<file path="src/rtl/ras_pkg.sv">
package ras_pkg;

    // Action taken by the stack in one cycle
    typedef enum logic [2:0] {
        ACT_IDLE,
        ACT_PUSH,
        ACT_POP,
        ACT_SWAP,
        ACT_SWAP_EMPTY,
        ACT_PUSH_REFUSED,
        ACT_POP_EMPTY
    } ras_act_e;

    // Resolve strobes against occupancy; any pop request is a single pop
    function automatic ras_act_e resolve_act(
        input logic push_req,
        input logic pop_req,
        input logic is_empty,
        input logic is_full
    );
        ras_act_e a;
        if (push_req && pop_req)
            a = is_empty ? ACT_SWAP_EMPTY : ACT_SWAP;
        else if (push_req)
            a = is_full ? ACT_PUSH_REFUSED : ACT_PUSH;
        else if (pop_req)
            a = is_empty ? ACT_POP_EMPTY : ACT_POP;
        else
            a = ACT_IDLE;
        return a;
    endfunction

    function automatic logic act_writes(input ras_act_e a);
        return (a == ACT_PUSH) || (a == ACT_SWAP) || (a == ACT_SWAP_EMPTY);
    endfunction

endpackage

</file>
<file path="src/rtl/ras_ctrl.sv">
module ras_ctrl #(
    parameter int DEPTH = 16,
    localparam int IDX_W = (DEPTH > 1) ? $clog2(DEPTH) : 1,
    localparam int CNT_W = $clog2(DEPTH + 1)
) (
    input  logic             clk,
    input  logic             rst,
    input  logic             push_req,
    input  logic             pop_req,
    output logic             wr_en,
    output logic [IDX_W-1:0] wr_idx,
    output logic [IDX_W-1:0] rd_idx,
    output logic             is_empty,
    output logic             is_full,
    output logic             ovf,
    output logic             unf
);
    import ras_pkg::*;

    localparam logic [CNT_W-1:0] CNT_MAX = CNT_W'(DEPTH);

    logic [CNT_W-1:0] count_q, count_d;
    ras_act_e         act;

    assign is_empty = (count_q == '0);
    assign is_full  = (count_q == CNT_MAX);
    assign act      = resolve_act(push_req, pop_req, is_empty, is_full);

    always_comb begin
        count_d = count_q;
        unique case (act)
            ACT_PUSH, ACT_SWAP_EMPTY: count_d = count_q + 1'b1;
            ACT_POP:                  count_d = count_q - 1'b1;
            default:                  count_d = count_q;
        endcase
    end

    always_ff @(posedge clk) begin
        if (rst) count_q <= '0;
        else     count_q <= count_d;
    end

    assign wr_en  = act_writes(act);
    assign wr_idx = (act == ACT_SWAP) ? IDX_W'(count_q - 1'b1) : IDX_W'(count_q);
    assign rd_idx = IDX_W'(count_q - 1'b1);
    assign ovf    = (act == ACT_PUSH_REFUSED);
    assign unf    = (act == ACT_POP_EMPTY) || (act == ACT_SWAP_EMPTY);

    AST_COUNT_BOUND: assert property (@(posedge clk) disable iff (rst)
        count_q <= CNT_MAX);
    AST_NO_OVERFLOW: assert property (@(posedge clk) disable iff (rst)
        (push_req && !pop_req && is_full) |=> is_full && $stable(count_q));
    AST_EMPTY_POP_HOLDS: assert property (@(posedge clk) disable iff (rst)
        (pop_req && !push_req && is_empty) |=> is_empty);
    AST_SWAP_KEEPS_COUNT: assert property (@(posedge clk) disable iff (rst)
        (push_req && pop_req && !is_empty) |=> $stable(count_q));
    AST_SWAP_EMPTY_ONE: assert property (@(posedge clk) disable iff (rst)
        (push_req && pop_req && is_empty) |=> count_q == CNT_W'(1));
    AST_FAULT_EXCL: assert property (@(posedge clk) disable iff (rst)
        !(ovf && unf));
endmodule

</file>
<file path="src/rtl/ras_store.sv">
module ras_store #(
    parameter int DEPTH  = 16,
    parameter int ADDR_W = 32,
    localparam int IDX_W = (DEPTH > 1) ? $clog2(DEPTH) : 1
) (
    input  logic              clk,
    input  logic              rst,
    input  logic              wr_en,
    input  logic [IDX_W-1:0]  wr_idx,
    input  logic [ADDR_W-1:0] wr_data,
    input  logic [IDX_W-1:0]  rd_idx,
    output logic [ADDR_W-1:0] rd_data
);
    logic [ADDR_W-1:0] slot_q [DEPTH];

    for (genvar g = 0; g < DEPTH; g++) begin : g_slot
        always_ff @(posedge clk) begin
            if (rst)
                slot_q[g] <= '0;
            else if (wr_en && (wr_idx == IDX_W'(g)))
                slot_q[g] <= wr_data;
        end
    end

    always_comb begin
        rd_data = '0;
        for (int i = 0; i < DEPTH; i++)
            if (rd_idx == IDX_W'(i)) rd_data = slot_q[i];
    end
endmodule

</file>
<file path="src/rtl/ret_addr_stack.sv">
module ret_addr_stack #(
    parameter int DEPTH  = 16,
    parameter int ADDR_W = 32,
    localparam int IDX_W = (DEPTH > 1) ? $clog2(DEPTH) : 1
) (
    input  logic              clk,
    input  logic              rst,
    input  logic              call_i,
    input  logic [ADDR_W-1:0] call_pc_i,
    input  logic              ret_i,
    input  logic              drop_i,
    output logic [ADDR_W-1:0] ret_pc_o,
    output logic              empty_o,
    output logic              full_o,
    output logic              ovf_o,
    output logic              unf_o
);
    logic              pop_req;
    logic              wr_en;
    logic [IDX_W-1:0]  wr_idx, rd_idx;
    logic [ADDR_W-1:0] top_data;

    // return and discard merge into one pop
    assign pop_req = ret_i | drop_i;

    ras_ctrl #(.DEPTH(DEPTH)) u_ctrl (
        .clk      (clk),
        .rst      (rst),
        .push_req (call_i),
        .pop_req  (pop_req),
        .wr_en    (wr_en),
        .wr_idx   (wr_idx),
        .rd_idx   (rd_idx),
        .is_empty (empty_o),
        .is_full  (full_o),
        .ovf      (ovf_o),
        .unf      (unf_o)
    );

    ras_store #(.DEPTH(DEPTH), .ADDR_W(ADDR_W)) u_store (
        .clk     (clk),
        .rst     (rst),
        .wr_en   (wr_en),
        .wr_idx  (wr_idx),
        .wr_data (call_pc_i),
        .rd_idx  (rd_idx),
        .rd_data (top_data)
    );

    assign ret_pc_o = empty_o ? '0 : top_data;

    AST_PUSH_TOP: assert property (@(posedge clk) disable iff (rst)
        (call_i && !pop_req && !full_o) |=> ret_pc_o == $past(call_pc_i));
    AST_SWAP_TOP: assert property (@(posedge clk) disable iff (rst)
        (call_i && pop_req) |=> ret_pc_o == $past(call_pc_i));
    AST_UNF_ZERO: assert property (@(posedge clk) disable iff (rst)
        unf_o |-> ret_pc_o == '0);
    AST_REFUSED_TOP: assert property (@(posedge clk) disable iff (rst)
        ovf_o |=> $stable(ret_pc_o));
endmodule

</file>
<file path="config.mk">
export PLATFORM = sky130hd
export DESIGN_NAME = ret_addr_stack
export DESIGN_NICKNAME = d
export VERILOG_FILES = /design/src/rtl/ras_pkg.sv /design/src/rtl/ras_ctrl.sv /design/src/rtl/ras_store.sv /design/src/rtl/ret_addr_stack.sv
export SDC_FILE = /design/constraint.sdc
export NUM_CORES = 1
export LEC_CHECK = 0
export BUFFER_PORTS_ARGS = -buffer_cell sky130_fd_sc_hd__buf_2
export CAP_MARGIN = 20
export CORE_UTILIZATION = 30
export DETAILED_ROUTE_END_ITERATION = 6
export PLACE_DENSITY_LB_ADDON = 0.08
export SKIP_LAST_GASP = 1
export SLEW_MARGIN = 20
export SYNTH_ARGS = -nofsm -noshare
export SYNTH_HDL_FRONTEND = slang
export SYNTH_SLANG_ARGS = --single-unit
</file>
<file path="constraint.sdc">
create_clock -name clk -period 8.7 [get_ports clk]
set_input_delay 0.87 -clock clk [delete_from_list [all_inputs] [get_ports clk]]
set_output_delay 0.87 -clock clk [all_outputs]
set_load 0.01 [all_outputs]
</file>
; Word-level counts from Yosys, hierarchy flattened
; Memories as Yosys holds them, arrays and structs flattened.
; Cells that the tools add are included.
[classes]
reduce_logical = 25
eq_ne = 37
mux = 91
n_addsub = 2
bitwise_logic = 17
[ops]
columns = op, n
row1 = $mux W32, 33
row2 = $eq A4 B4 Y1 const B, 16
row3 = $mux W1, 50
row4 = $eq A4 B3 Y1 const B, 8
row5 = $mux W3, 6
row6 = $logic_and A1 B1 Y1, 17
row7 = $or A1 B1 Y1, 17
row8 = $eq A4 B2 Y1 const B, 4
row9 = $pmux W5 S2, 1
row10 = $eq A3 B3 Y1 const B, 3
row11 = $eq A4 B1 Y1 const B, 2
row12 = $logic_not A4 Y1, 2
row13 = $eq A3 B2 Y1 const B, 2
row14 = $add A5 B1 Y5 const B, 1
row15 = $eq A5 B5 Y1 const B, 1
row16 = $logic_not A5 Y1, 1
row17 = $sub A5 B1 Y5 const B, 1
row18 = $mux W4, 1
row19 = $eq A3 B1 Y1 const B, 1
row20 = $logic_or A1 B1 Y1, 3
row21 = $reduce_bool A2 Y1, 1
row22 = $reduce_or A2 Y1, 1
[totals]
elab_cells = 174
regBits = 5
mem_bits_rw = 512
memories = 1
output_inout_bits = 36
input_bits = 37
[mem_list]
columns = name, depth, word_bits, rd, rd_clocked_by_memory_dff, write_ports, line_no
row1 = u_store.slot_q, 16, 32, 16, 0, 16, ras_store.sv:14  ; logic [ADDR_W-1:0] slot_q [DEPTH];

; Logic depth before layout (Yosys ltp)
; Gate-level depths: netlist (run 1).
[depth]
ltp_word = 19
mapped_depth = 15
ltp_nobuf = 10

; Hierarchy
; From an unflattened synthesis (run 1), not the netlist that was laid out.
[unflattened]
hier_cells = 2061
area_unflattened_um2 = 25529.5
[by_module_without_submodules]
columns = mod, cells_each, seq_area_each_um2, area_each_um2, n_inst
row1 = ras_store, 1959, 15374.7, 24783.8, 1
row2 = ras_ctrl, 66, 100.1, 516.7, 1
row3 = ret_addr_stack, 36, 0.0, 229.0, 1

; Worst setup path before layout (run 1)
; No wires, ideal clock.
[synth_path]
path_type = reg2out
start = reg u_ctrl.count_q[0]
end = out ret_pc_o[12]
path_slack_ns = 4.974
t_required_ns = 7.830
t_arrival_ns = 2.856
path_buffers = 5
path_stages_with_launch = 15
cell_sequence = dfxtp_1 > buf_6 > inv_1 > clkbuf_1 > ha_1 > buf_6 > or3b_2 > buf_2 > o31a_1 > buf_2 > nor2_1 > a221oi_1 > a211oi_1 > o21ai_0 > a221oi_1
[synth_via]
elab_chain_cells = 19
word_cells_on_any_way = 35
classes_between = add/sub: 1 / eq/ne: 15 / mux: 17 / reduce/logical: 2
[synth_lines]
columns = element, line_no
row1 = "start, declared", ras_ctrl.sv:22  ; logic [CNT_W-1:0] count_q, count_d;
row2 = "start signal, assigned", ras_ctrl.sv:40  ; else count_q <= count_d;
row3 = $sub A5 B1 Y5, n/a
row4 = $logic_not A4 Y1, ras_store.sv:28  ; if (rd_idx == IDX_W'(i)) rd_data = slot_q[i];
row5 = $mux W32 (16 in series), ras_store.sv:28
row6 = $mux W32 (*), ret_addr_stack.sv:50  ; assign ret_pc_o = empty_o ? '0 : top_data;
row7 = "end, declared", ret_addr_stack.sv:12  ; output logic [ADDR_W-1:0] ret_pc_o,
; Every way passes the cells marked *; elsewhere a longest branch is shown, timed or not.

; Final worst setup path (run 1)
[layout_path]
start = reg u_ctrl.count_q[0]
end = out ret_pc_o[10]
; The elaborated chain is that of the path after synthesis.

==> results of run 1 <==
## flip-flops by register name, indices dropped and copies added (netlist names)
| register | flops |
|---|---|
| u_store.slot_q | 512 |
| u_ctrl.count_q | 5 |
## worst min-delay path by stage
stage | from | endpoint | slack, ps | cells after the start
4_1_cts | call_pc_i[7] | u_store.slot_q[0][231] | 610 | 2
3_3_place_gp | u_ctrl.count_q[4] | u_ctrl.count_q[4] | 660 | 2
3_5_place_dp | u_ctrl.count_q[4] | u_ctrl.count_q[4] | 670 | 2
5_1_grt | call_pc_i[7] | u_store.slot_q[0][231] | 630 | 2
2_1_floorplan | u_ctrl.count_q[4] | u_ctrl.count_q[4] | 590 | 3
6_report | call_pc_i[7] | u_store.slot_q[0][199] | 630 | 2
## metrics by stage
stage,setup WS (ps),cell area [um2],utilization (%),instances
6_report,2150,28000,34.5,3264
3_5_place_dp,2780,26000,32.1,3145
5_1_grt,1730,28000,34.5,3261
2_1_floorplan,4970,24700,-,2118
3_3_place_gp,2750,26000,32.1,3143
4_1_cts,2100,27900,34.4,3258
## worst max-delay path: cells and delay by family (launching register included)
| kind | cells | cell delay [ps] |
|---|---|---|
| adders and majority gates | 1 | 320 |
| AOI/OAI and AO/OA | 4 | 1300 |
| DFF | 1 | 760 |
| buffers and inverters | 5 | 1450 |
| and+or+nand+nor | 3 | 1190 |
## placed cells by master (no fill, tap or decap), types with 7 or more instances in the layout
cell type	n
o22ai_1	57
nand3_1	13
clkinv_2	10
edfxtp_1	512
o21ai_1	7
a21oi_1	98
inv_1	36
clkinv_1	19
clkbuf_16	61
a211oi_1	18
a221o_1	29
and2_1	263
nand2_1	83
nor2_1	348
nor2_4	10
a221oi_1	63
o221ai_1	17
o21ai_0	59
clkbuf_1	15
and3_1	27
a31oi_1	19
buf_4	52
o31ai_1	14
buf_2	72
nor3_1	19
nand2b_1	54
a22oi_1	32
a21o_1	16
or3_1	8
or2_2	33
## logic make-up after synthesis
kind of cell	Yosys count	synth area share (%)
simple gates	895	18.5
flops	517	62.6
compound gates	498	14.3
buf+inv	198	4.16
mux	4	0.233
fa+ha+maj	4	0.202
xor+xnor	2	0.0708
## layout make-up
class / instances / area [um2]
inverters: 39 / 151
fillers: 8090 / 53100
multi-input cells: 1403 / 8290
clock inverters: 37 / 260
diodes: 3 / 7.51
flip-flops and latches: 517 / 15500
well taps: 1060 / 1330
clock buffers: 76 / 1580
repair buffers: 129 / 866
## metal layers
| metal | share of wire, % | vias to the layer above | global-route usage [%] |
|---|---|---|---|
| li1 | - | 7891 | - |
| met4 | 4.6 | 4 | 10.7 |
| met2 | 46 | 737 | 37.6 |
| met5 | 0.023 | - | 0 |
| met1 | 43 | 9258 | 31.2 |
| met3 | 6.5 | 193 | 3.76 |
## power by group
group | switching (mW) | leakage (nW) | internal, mW
registers | 0.110 | 5.35 | 3.13
logic | 3.02 | 3.52 | 1.11
clock network | 1.09 | 0.894 | 1.34
==> results by group, run 1 <==
Routing
  – Via count: approximately 18,000
  – DRC Markers: 0
  – Initial DRC Count: 1,691
  – Vias per cell: ~5.5
  – ANT nets after route: 0
  – Routed WL: 98.4 mm
  – Wire length per cell: approximately 30 um
  – TritonRoute pass-1 iters: 5

STA
  – Slew @ Worst Pin: roughly 1200 ps
  – Unrepaired setup endpoints after global routing: no
  – Min cycle time layout: roughly 6600 ps
  – Sum Neg Setup Slack: 0 ps
  – Setup violators final: 0
  – Tcrit/Tclk final: between 70% and 80%
  – FMAX: 153 MHz
  – Max-slew violations: 0
  – Endpoints failing hold: 0
  – Worst Skew: roughly 32 ps
  – Relative slew slack: a little over a fifth
  – Hold slack final: between 600 and 700 ps

Critical path
  – RR Endpoint: u_store.slot_q[0][98]
  – Critical path fanouts, max: 44
  – Kind of critical path: register to primary output
  – Crit Reg-Reg Startpoint: u_ctrl.count_q[0]
  – Crit path DAT: 5680 ps
  – Worst path slowest cell: dfxtp_1
  – Critical Path RT: a little under 8000 ps
  – Critical path endpoint category: primary output
  – Most Frequent Cell on Critical Path: buf_4
  – Worst Setup EP: ret_pc_o[10]
  – CP cell instances: inv_1, ha_1, buf_4, nor2b_1, buf_4, o21ai_4, buf_4, o21ai_0, nand2_1, nand3_1, a2111oi_0, o22ai_1, buf_2
  – CP startpoint: u_ctrl.count_q[0]
  – Reg2Reg Depth: 14
  – CP max stage delay: 760 ps
  – Reg-to-reg slack, setup: roughly 3600 ps
  – Setup crit start kind: register

Synth
  – Top post-synthesis cells by area: edfxtp_1, and2_1, nor2_1
  – Syn nets: roughly 2,200
  – Post-synth top cells: edfxtp_1, nor2_1, and2_1
  – Cell Area, Synth: 0.0247 mm2
  – Seq/Total Area, Yosys: between 60 and 70%
  – Post-synth cell types: 77
  – Syn avg cell area: ~12 um2
  – Post-synth EDFFs: 512
  – Synth top area share: 62.2%
  – Yosys reg bits: between 500 and 600
  – Post-synth ARST share: 0%
  – Top-count cell post-synth: edfxtp_1
  – Yosys top cell by area: edfxtp_1
  – Main flop type after synthesis: edfxtp_1
  – Ys Warns: 0
  – Post-Syn Instances: between 2,000 and 2,500

Hold path
  – Worst min path class: input pin to register

Die
  – Core area: 0.0811 mm2
  – Die width: around 290 um
  – Core Rows: 104
  – Die Y-Extent: 289 um
  – Die footprint: 0.0836 mm2
  – IO Pins: 73
  – Starting Density: 30.5%

Global route
  – Total grt overflow: 0
  – Initial antenna violation count: 8
  – Total track usage: 23.5%
  – Largest net degree at the start of global routing: 56
  – First-pass GRT wire length: 138 mm
  – Vias in the first global route: between 15,000 and 20,000

Placed design
  – Routability cong.: roughly 0.86
  – I/O Buffers: about 70
  – Dpl hpwl: around 62 mm

Power
  – Pwr dens: between 300 and 400 mW/mm2
  – Tot Pwr: slightly below 10 mW
  – Maximum vdd ir drop: about 170 uV
  – Leakage power: slightly below 10 nW

Clock network
  – Insertion delay to the later sink of the worst-skew pair: about 650 ps
  – Post-CTS setup buffers: 0
  – Post-CTS Hold Buffers: 0
  – CTS resizes: 0
  – H-tree Lvls: 2
  – CTS buffer count: 61
  – Clk sinks: 517
  – Clock root buffer: clkbuf_16
  – CTS tree: yes
  – Clock-pin slew on the worst setup and hold paths: roughly 60 ps
  – Clock buffer depth: 3

Layout
  – Layout area overhead: 13.1%
  – Share of post-route cells with drive strength above 1: between 10% and 20%
  – Final nets: 2,192

Run status
  – Outcome: finished, final reports clean

Job
  – Max-cap violation count: 0
(Power assumes the default switching activity.)
==> run 2: changes to the inputs <==
==> constraint.sdc (replaced) <==
create_clock -name clk -period 6.5 [get_ports clk]
set_input_delay 0.65 -clock clk [delete_from_list [all_inputs] [get_ports clk]]
set_output_delay 0.65 -clock clk [all_outputs]
set_load 0.01 [all_outputs]
==> run 2 against run 1 <==
Compared with the run above: flip-flop and latch count stayed put; wire length is 0.78% higher; clock power is 38% higher; combinational power is 33% higher; setup slack worse by 1700 ps; critical path depth is 2 lower; worst hold slack worse by 220 ps; die area stayed put; clock skew is 14 ps higher; cell area is 0.35% higher; cell count is 0.12% higher; total power is 35% higher.
==> results by group, run 2 (synthesis results as in run 1) <==
Run status
  – Outcome: finished, final reports clean

STA
  – Unrepaired setup endpoints after global routing: no
  – Min cycle time layout: around 6000 ps
  – Slew @ Worst Pin: 1110 ps (-60.7 ps)
  – Setup violators final: 0 (unchanged)
  – Hold slack final: 417 ps (-216 ps)
  – Worst Skew: 46.4 ps (+14.3 ps)
  – Relative slew slack: 26.0% (+4.2 points)
  – Endpoints failing hold: 0 (unchanged)
  – Sum Neg Setup Slack: 0 ps (unchanged)
  – Max-slew violations: 0 (unchanged)
  – Final WS setup: 469 ps (-1680 ps)
  – Tcrit/Tclk final: between 90 and 100%
  – FMAX: between 150 and 200 MHz

Routing
  – Vias per cell: 5.51 (-0.61%)
  – WL met2: 48.7 mm (+7.0%)
  – Top routing layer in use: met5
  – Routed WL: 99.2 mm (+0.78%)
  – ANT nets after route: 0 (unchanged)
  – Via count: 18,000 (-0.49%)
  – TritonRoute pass-1 iters: 6 (+1)
  – Initial DRC Count: 1,558 (-7.9%)
  – Metal3 WL: 4.98 mm (-22%)
  – Wire length per cell: 30.4 um (+0.66%)
  – Met1 WL: 41.8 mm (-0.53%)
  – DRC Markers: 0 (unchanged)

Clock network
  – CTS tree: yes
  – H-tree Lvls: 2 (unchanged)
  – Post-CTS Hold Buffers: 0 (unchanged)
  – CTS buffer count: 60 (-1.6%)
  – Clock root buffer: clkbuf_16
  – CTS resizes: 0 (unchanged)
  – Post-CTS setup buffers: 0 (unchanged)
  – Clock-pin slew on the worst setup and hold paths: 60 ps (about the same)
  – Insertion delay to the later sink of the worst-skew pair: 650 ps (about the same)
  – Clock buffer depth: 3 (unchanged)
  – Clk sinks: 517 (unchanged)

Hold path
  – Worst min path class: input pin to register
  – Hold Crit Start: call_pc_i[22]

Critical path
  – Crit path DAT: 5380 ps (-300 ps)
  – Kind of critical path: register to primary output
  – Critical Path RT: 5850 ps (-1980 ps)
  – Critical path fanouts, max: 19 (-57%)
  – Crit Reg-Reg Startpoint: u_ctrl.count_q[0]
  – CP startpoint: u_ctrl.count_q[0]
  – Setup crit start kind: register
  – Critical path endpoint category: primary output

Placed design
  – Dpl hpwl: 65.7 mm (+5.8%)
  – Routability cong.: 0.876 (+2.0%)
  – Post-placement setup slack: 1170 ps (-1610 ps)
  – I/O Buffers: 72 (unchanged)

Layout
  – Most frequent cells in the layout: edfxtp_1, nor2_1, and2_1
  – Multi-input gate area: 0.00829 mm2 (about the same)
  – N_diodes: 0 (-3)
  – Sequential cell area: 0.0155 mm2 (unchanged)
  – Layout area overhead: 13.4%
  – Max FFs per register: 512 (unchanged)
  – Final nets: 2,198 (+0.27%)
  – Largest Register: u_store.slot_q
  – Commonest non-fill, non-tap cell in the layout: edfxtp_1
  – Fin util: 34.6% (+0.12 points)
  – Biggest regs: u_store.slot_q: 512 flops, u_ctrl.count_q: 5 flops
  – Share of post-route cells with drive strength above 1: 14.2% (+0.55 points)
  – Number of fill cells: 8,093 (+0.037%)

Global route
  – Vias in the first global route: 17,800 (-1.6%)
  – Initial antenna violation count: 2 (-6)
  – Total grt overflow: 0 (unchanged)
  – Largest net degree at the start of global routing: 60 (+7.1%)
  – First-pass GRT wire length: 138 mm (+0.30%)
  – Total track usage: 23.6% (+0.15 points)

Die
  – Die width: 289 um (unchanged)
  – Core Rows: 104 (unchanged)
  – IO Pins: 73 (unchanged)
  – Starting Density: 30.5% (unchanged)
  – Die footprint: 0.0836 mm2 (unchanged)
  – Die Y-Extent: 289 um (unchanged)
  – Core area: 0.0811 mm2 (unchanged)

Power
  – Part of the power in registers: 32.9% (-0.2 points)
  – NetSw: 5.63 mW (+33%)
  – Maximum vdd ir drop: 220 uV (+27%)
  – Pwr dens: 471 mW/mm2 (+34%)
  – Combinational share of power: 41.6% (-0.5 points)
  – Clock power frac: 25.5% (+0.7 points)
  – Net Sw Frac: 42.6% (-0.48 points)
  – Tot Pwr: 13.2 mW (+35%)
  – Cell internal pwr: 7.59 mW (+36%)
  – Leakage power: 9.83 nW (+0.79%)

Job
  – Max-cap violation count: 0 (unchanged)
run 2: cell types whose count changed in the layout (fill, tap and decap cells not counted), moves of 3 or more:
cell      delta
clkinv_1     -8
buf_4        +6
clkinv_2     +5
buf_12       +3
diode_2      -3
run 2: area by class of cell:
| cell class | count | share of cell area [%] |
|---|---|---|
| Clock inverter | 33 | 1.02 |
| Sequential cell | 517 | 55.2 |
| Tap cell | 1060 | 4.73 |
| Inverter | 39 | 0.540 |
| Multi-Input combinational cell | 1403 | 29.5 |
| Timing Repair Buffer | 136 | 3.26 |
| Clock buffer | 80 | 5.77 |
run 2: worst max-delay path, stage by stage (launching register included):
cell and delay, ps:
dfxtp_1 790, inv_1 370, ha_1 520, or3b_2 780, o31ai_4 260, and2_1 650
buf_4 340, a221oi_2 80, or3_1 440, a211oi_2 240, o21a_1 150, buf_2 130
run 2: final timing paths:
| check | endpoint | slack [ps] | cells past startpoint |
|---|---|---|---|
| worst min-delay path | u_store.slot_q[1][214] | 420 | 2 |
| worst min register to register | u_ctrl.count_q[4] | 660 | 2 |
| worst max register to register | u_store.slot_q[1][48] | 1310 | 9 |
| worst max-delay path | ret_pc_o[29] | 470 | 11 |
run 2: layer usage:
layer,global-route usage [%],vias up
met4,9.25,4
met2,40.3,656
met3,2.77,149
met1,30.6,9288
li1,-,7898
met5,0,-
run 2: power groups by stage:
stage                     Combinational [mW]  Sequential [mW]  Clock (mW)
after floorplan                         3.19             4.35           0
after global placement                  5.49             4.40           0
after detailed placement                5.49             4.41           0
after CTS                               5.51             4.35        3.43
after global routing                    5.80             4.38        3.54
final                                   5.50             4.35        3.37
run 2: through the flow:
stage,cell area [um2],std cells
6_report,28100,3268
2_1_floorplan,24700,2118
4_1_cts,28000,3266
3_5_place_dp,26100,3153
3_3_place_gp,26100,3153
5_1_grt,28100,3268
==> run 3: changes to the inputs <==
--- a/config.mk
+++ b/config.mk
@@ -14,4 +14,5 @@
 export SLEW_MARGIN = 20
 export SYNTH_ARGS = -nofsm -noshare
 export SYNTH_HDL_FRONTEND = slang
+export SYNTH_HIERARCHICAL = 1
 export SYNTH_SLANG_ARGS = --single-unit
==> run 3 against run 2 <==
Compared with the run above: combinational power rose by 0.9%; non-clock buffer count rose by 3; maximum frequency rose by 10%; flip-flop and latch count did not move; synthesized cell count fell by 2.7%; critical path type unchanged; highest routed layer unchanged; first-iteration DRC count rose by 12%; clock power fell by 4%; utilization barely moved; wire length rose by 0.86%; die area rose by 3.2%; synthesized area rose by 3.2%; critical endpoint is now ret_pc_o[30].
==> results by group, run 3 <==
Placed design
  – Placed Instance Area: 0.0272 mm2 (+4.1%)
  – I/O Buffers: 72 (unchanged)
  – Post-placement setup slack: 1660 ps (+487 ps)
  – Dpl hpwl: 58.0 mm (-12%)
  – Routability cong.: 0.798 (-8.9%)

Critical path
  – Critical path endpoint category: primary output
  – Critical Path RT: 5850 ps (about the same)
  – Crit path DAT: 4830 ps (-550 ps)
  – Reg2Reg Depth: 11 (+2)
  – RR Endpoint: u_store/slot_q[1][249]
  – Crit Reg-Reg Startpoint: u_ctrl/count_q[0]
  – Kind of critical path: register to primary output
  – Setup crit start kind: register
  – Critical path fanouts, max: 63 (+44)
  – Reg-to-reg slack, setup: 1930 ps (+620 ps)

STA
  – Tcrit/Tclk final: 84.3% (-8.5 points)
  – Relative slew slack: 24.3% (-1.7 points)
  – Max-slew violations: 0 (unchanged)
  – Worst Skew: 25.3 ps (-21.1 ps)
  – Slew @ Worst Pin: 1130 ps (+24.7 ps)
  – FMAX: 182 MHz (+10%)
  – Sum Neg Setup Slack: 0 ps (unchanged)
  – Endpoints failing hold: 0 (unchanged)
  – Hold slack final: 481 ps (+63.3 ps)
  – Final WS setup: 1020 ps (+550 ps)
  – Setup violators final: 0 (unchanged)
  – Unrepaired setup endpoints after global routing: no
  – Min cycle time layout: 5480 ps (-550 ps)

Die
  – Die Y-Extent: 294 um (+1.6%)
  – Die footprint: 0.0863 mm2 (+3.2%)
  – Die width: 294 um (+1.6%)
  – IO Pins: 73 (unchanged)
  – Core area: 0.0840 mm2 (+3.6%)
  – Starting Density: 30.4% (-0.10 points)
  – Core Rows: 106 (+1.9%)

Power
  – Leakage power: 10.8 nW (+9.5%)
  – Pwr dens: 445 mW/mm2 (-5.6%)
  – Maximum vdd ir drop: 236 uV (+7.6%)
  – Tot Pwr: 12.9 mW (-2.3%)

Synth
  – Post-Syn Instances: 2,061 (-2.7%)
  – Syn avg cell area: 12.4 um2 (+6.1%)
  – Synth top area share: 60.2% (-1.9 points)
  – Yosys top cell by area: edfxtp_1
  – Main flop type after synthesis: edfxtp_1
  – Seq/Total Area, Yosys: 60.6% (-2.0 points)
  – Cell Area, Synth: 0.0255 mm2 (+3.2%)
  – Post-synth cell types: 70 (-9.1%)
  – Top post-synthesis cells by area: edfxtp_1, and2_1, mux2i_1
  – Post-synth ARST share: 0% (unchanged)
  – Ys Warns: 6 (+6)
  – Top-count cell post-synth: and2_1
  – Yosys reg bits: 517 (unchanged)
  – Syn nets: 2,100 (-2.7%)
  – Post-synth top cells: and2_1, edfxtp_1, clkbuf_1
  – Post-synth EDFFs: 512 (unchanged)

Clock network
  – Clk sinks: 517 (unchanged)
  – CTS tree: yes
  – Insertion delay to the later sink of the worst-skew pair: 640 ps (about the same)
  – Clock-pin slew on the worst setup and hold paths: 60 ps (about the same)
  – H-tree Lvls: 2 (unchanged)
  – Clock root buffer: clkbuf_16
  – Clock buffer depth: 3 (unchanged)
  – Post-CTS setup buffers: 0 (unchanged)
  – CTS resizes: 0 (unchanged)
  – Post-CTS Hold Buffers: 0 (unchanged)
  – CTS buffer count: 60 (unchanged)

Layout
  – Commonest non-fill, non-tap cell in the layout: and2_1
  – Largest Register: u_store/slot_q
  – Share of post-route cells with drive strength above 1: 15.4% (+1.2 points)
  – Final instance area: 0.0290 mm2 (+3.5%)
  – Number of fill cells: 8,215 (+1.5%)
  – Final nets: 2,114 (-3.8%)
  – Layout area overhead: 13.8%
  – Biggest regs: u_store/slot_q: 512 flops, u_ctrl/count_q: 5 flops
  – Most frequent cells in the layout: and2_1, edfxtp_1, o21ai_0
  – Max FFs per register: 512 (unchanged)

Routing
  – Initial DRC Count: 1,748 (+12%)
  – Top routing layer in use: met5
  – ANT nets after route: 0 (unchanged)
  – DRC Markers: 0 (unchanged)
  – WL met2: 46.6 mm (-4.2%)
  – Wire length per cell: 30.7 um (+1.1%)
  – Metal3 WL: 6.01 mm (+21%)
  – Vias per cell: 5.26 (-4.4%)
  – TritonRoute pass-1 iters: 5 (-1)
  – Routed WL: 100 mm (+0.86%)
  – Met1 WL: 44.8 mm (+7.3%)
  – Via count: 17,200 (-4.7%)

Hold path
  – WHS Endpoint: u_store/slot_q[1][231]
  – Hold Crit Depth: 2 (unchanged)
  – Worst min path class: input pin to register
  – Hold Crit Start: call_pc_i[7]

Global route
  – Largest net degree at the start of global routing: 124 (+110%)
  – First-pass GRT wire length: 138 mm (-0.29%)
  – Initial antenna violation count: 14 (+12)
  – Total grt overflow: 0 (unchanged)
  – Total track usage: 23.0% (-0.61 points)
  – Vias in the first global route: 17,200 (-3.4%)

Run status
  – Outcome: finished, final reports clean

Job
  – Max-cap violation count: 0 (unchanged)
run 3: cell types whose count changed after synthesis, sizes merged, moves of 24 or more:
| cell | delta |
|---|---|
| a21oi | -24 |
| a221oi | -40 |
| and2 | +254 |
| and3 | -27 |
| clkbuf | +33 |
| mux2 | +32 |
| mux2i | +72 |
| nand2b | -35 |
| nor2 | -278 |
| nor2b | +43 |
| o21ai | +37 |
| or2 | -25 |
run 3: per-stage QoR:
step | util (%) | std cells
2_1_floorplan | - | 2061
3_3_place_gp | 32.4 | 3146
3_5_place_dp | 32.4 | 3146
4_1_cts | 34.6 | 3254
5_1_grt | 34.6 | 3255
6_report | 34.6 | 3259
run 3: metal layers:
metal  track usage, %  up-vias
li1                 -     7523
met1             31.8     8866
met2             36.9      637
met3             4.03      124
met4             6.69        2
met5                0        -
run 3: cells by family (layout without fill, tap and decap cells):
family / count (synthesis) / count (layout) / synth area share (%)
xor+xnor: 6 / 6 / 0.206
fa+ha+maj: 2 / 2 / 0.0980
compound gates: 413 / 413 / 10.7
buf+inv: 206 / 266 / 4.30
other cells: 0 / 4 / 0
mux: 127 / 127 / 6.15
flops: 517 / 517 / 60.6
simple gates: 790 / 790 / 17.9
run 3: cell type report:
| class | count | area (um2) | area share [%] |
|---|---|---|---|
| clock inverters | 22 | 158 | 0.543 |
| diodes | 4 | 10.0 | 0.0345 |
| multi-input cells | 1338 | 9310 | 32.1 |
| clock buffers | 86 | 1670 | 5.75 |
| flip-flops and latches | 517 | 15500 | 53.3 |
| repair buffers | 139 | 921 | 3.17 |
| well taps | 1134 | 1420 | 4.88 |
| inverters | 19 | 83.8 | 0.289 |
run 3: report_power, final:
group          internal, mW  switching [mW]  total (mW)
Clock                  1.85            1.39        3.24
Sequential             4.03          0.0988        4.13
Combinational          1.71            3.85        5.55
Total                  7.58            5.34        12.9
run 3: worst max-delay path, stage by stage, from the launching register on:
cell	delay (ps)
dfxtp_1	400
inv_8	390
ha_1	450
xor2_4	230
buf_4	460
and2_1	780
a211oi_1	140
a21oi_1	150
o21ai_0	170
a221oi_1	660
nor2b_1	210
buf_2	140
run 3: worst max path at each step:
stage,startpoint,end,slack [ps],cells after the start
after global routing,u_ctrl/count_q[0],ret_pc_o[30],840,11
final,u_ctrl/count_q[0],ret_pc_o[30],1020,11
after global placement,u_ctrl/count_q[0],ret_pc_o[30],1670,11
after floorplan,u_ctrl/count_q[0],u_store/slot_q[1][128],2400,9
after CTS,u_ctrl/count_q[0],ret_pc_o[30],960,11
after detailed placement,u_ctrl/count_q[0],ret_pc_o[30],1660,11
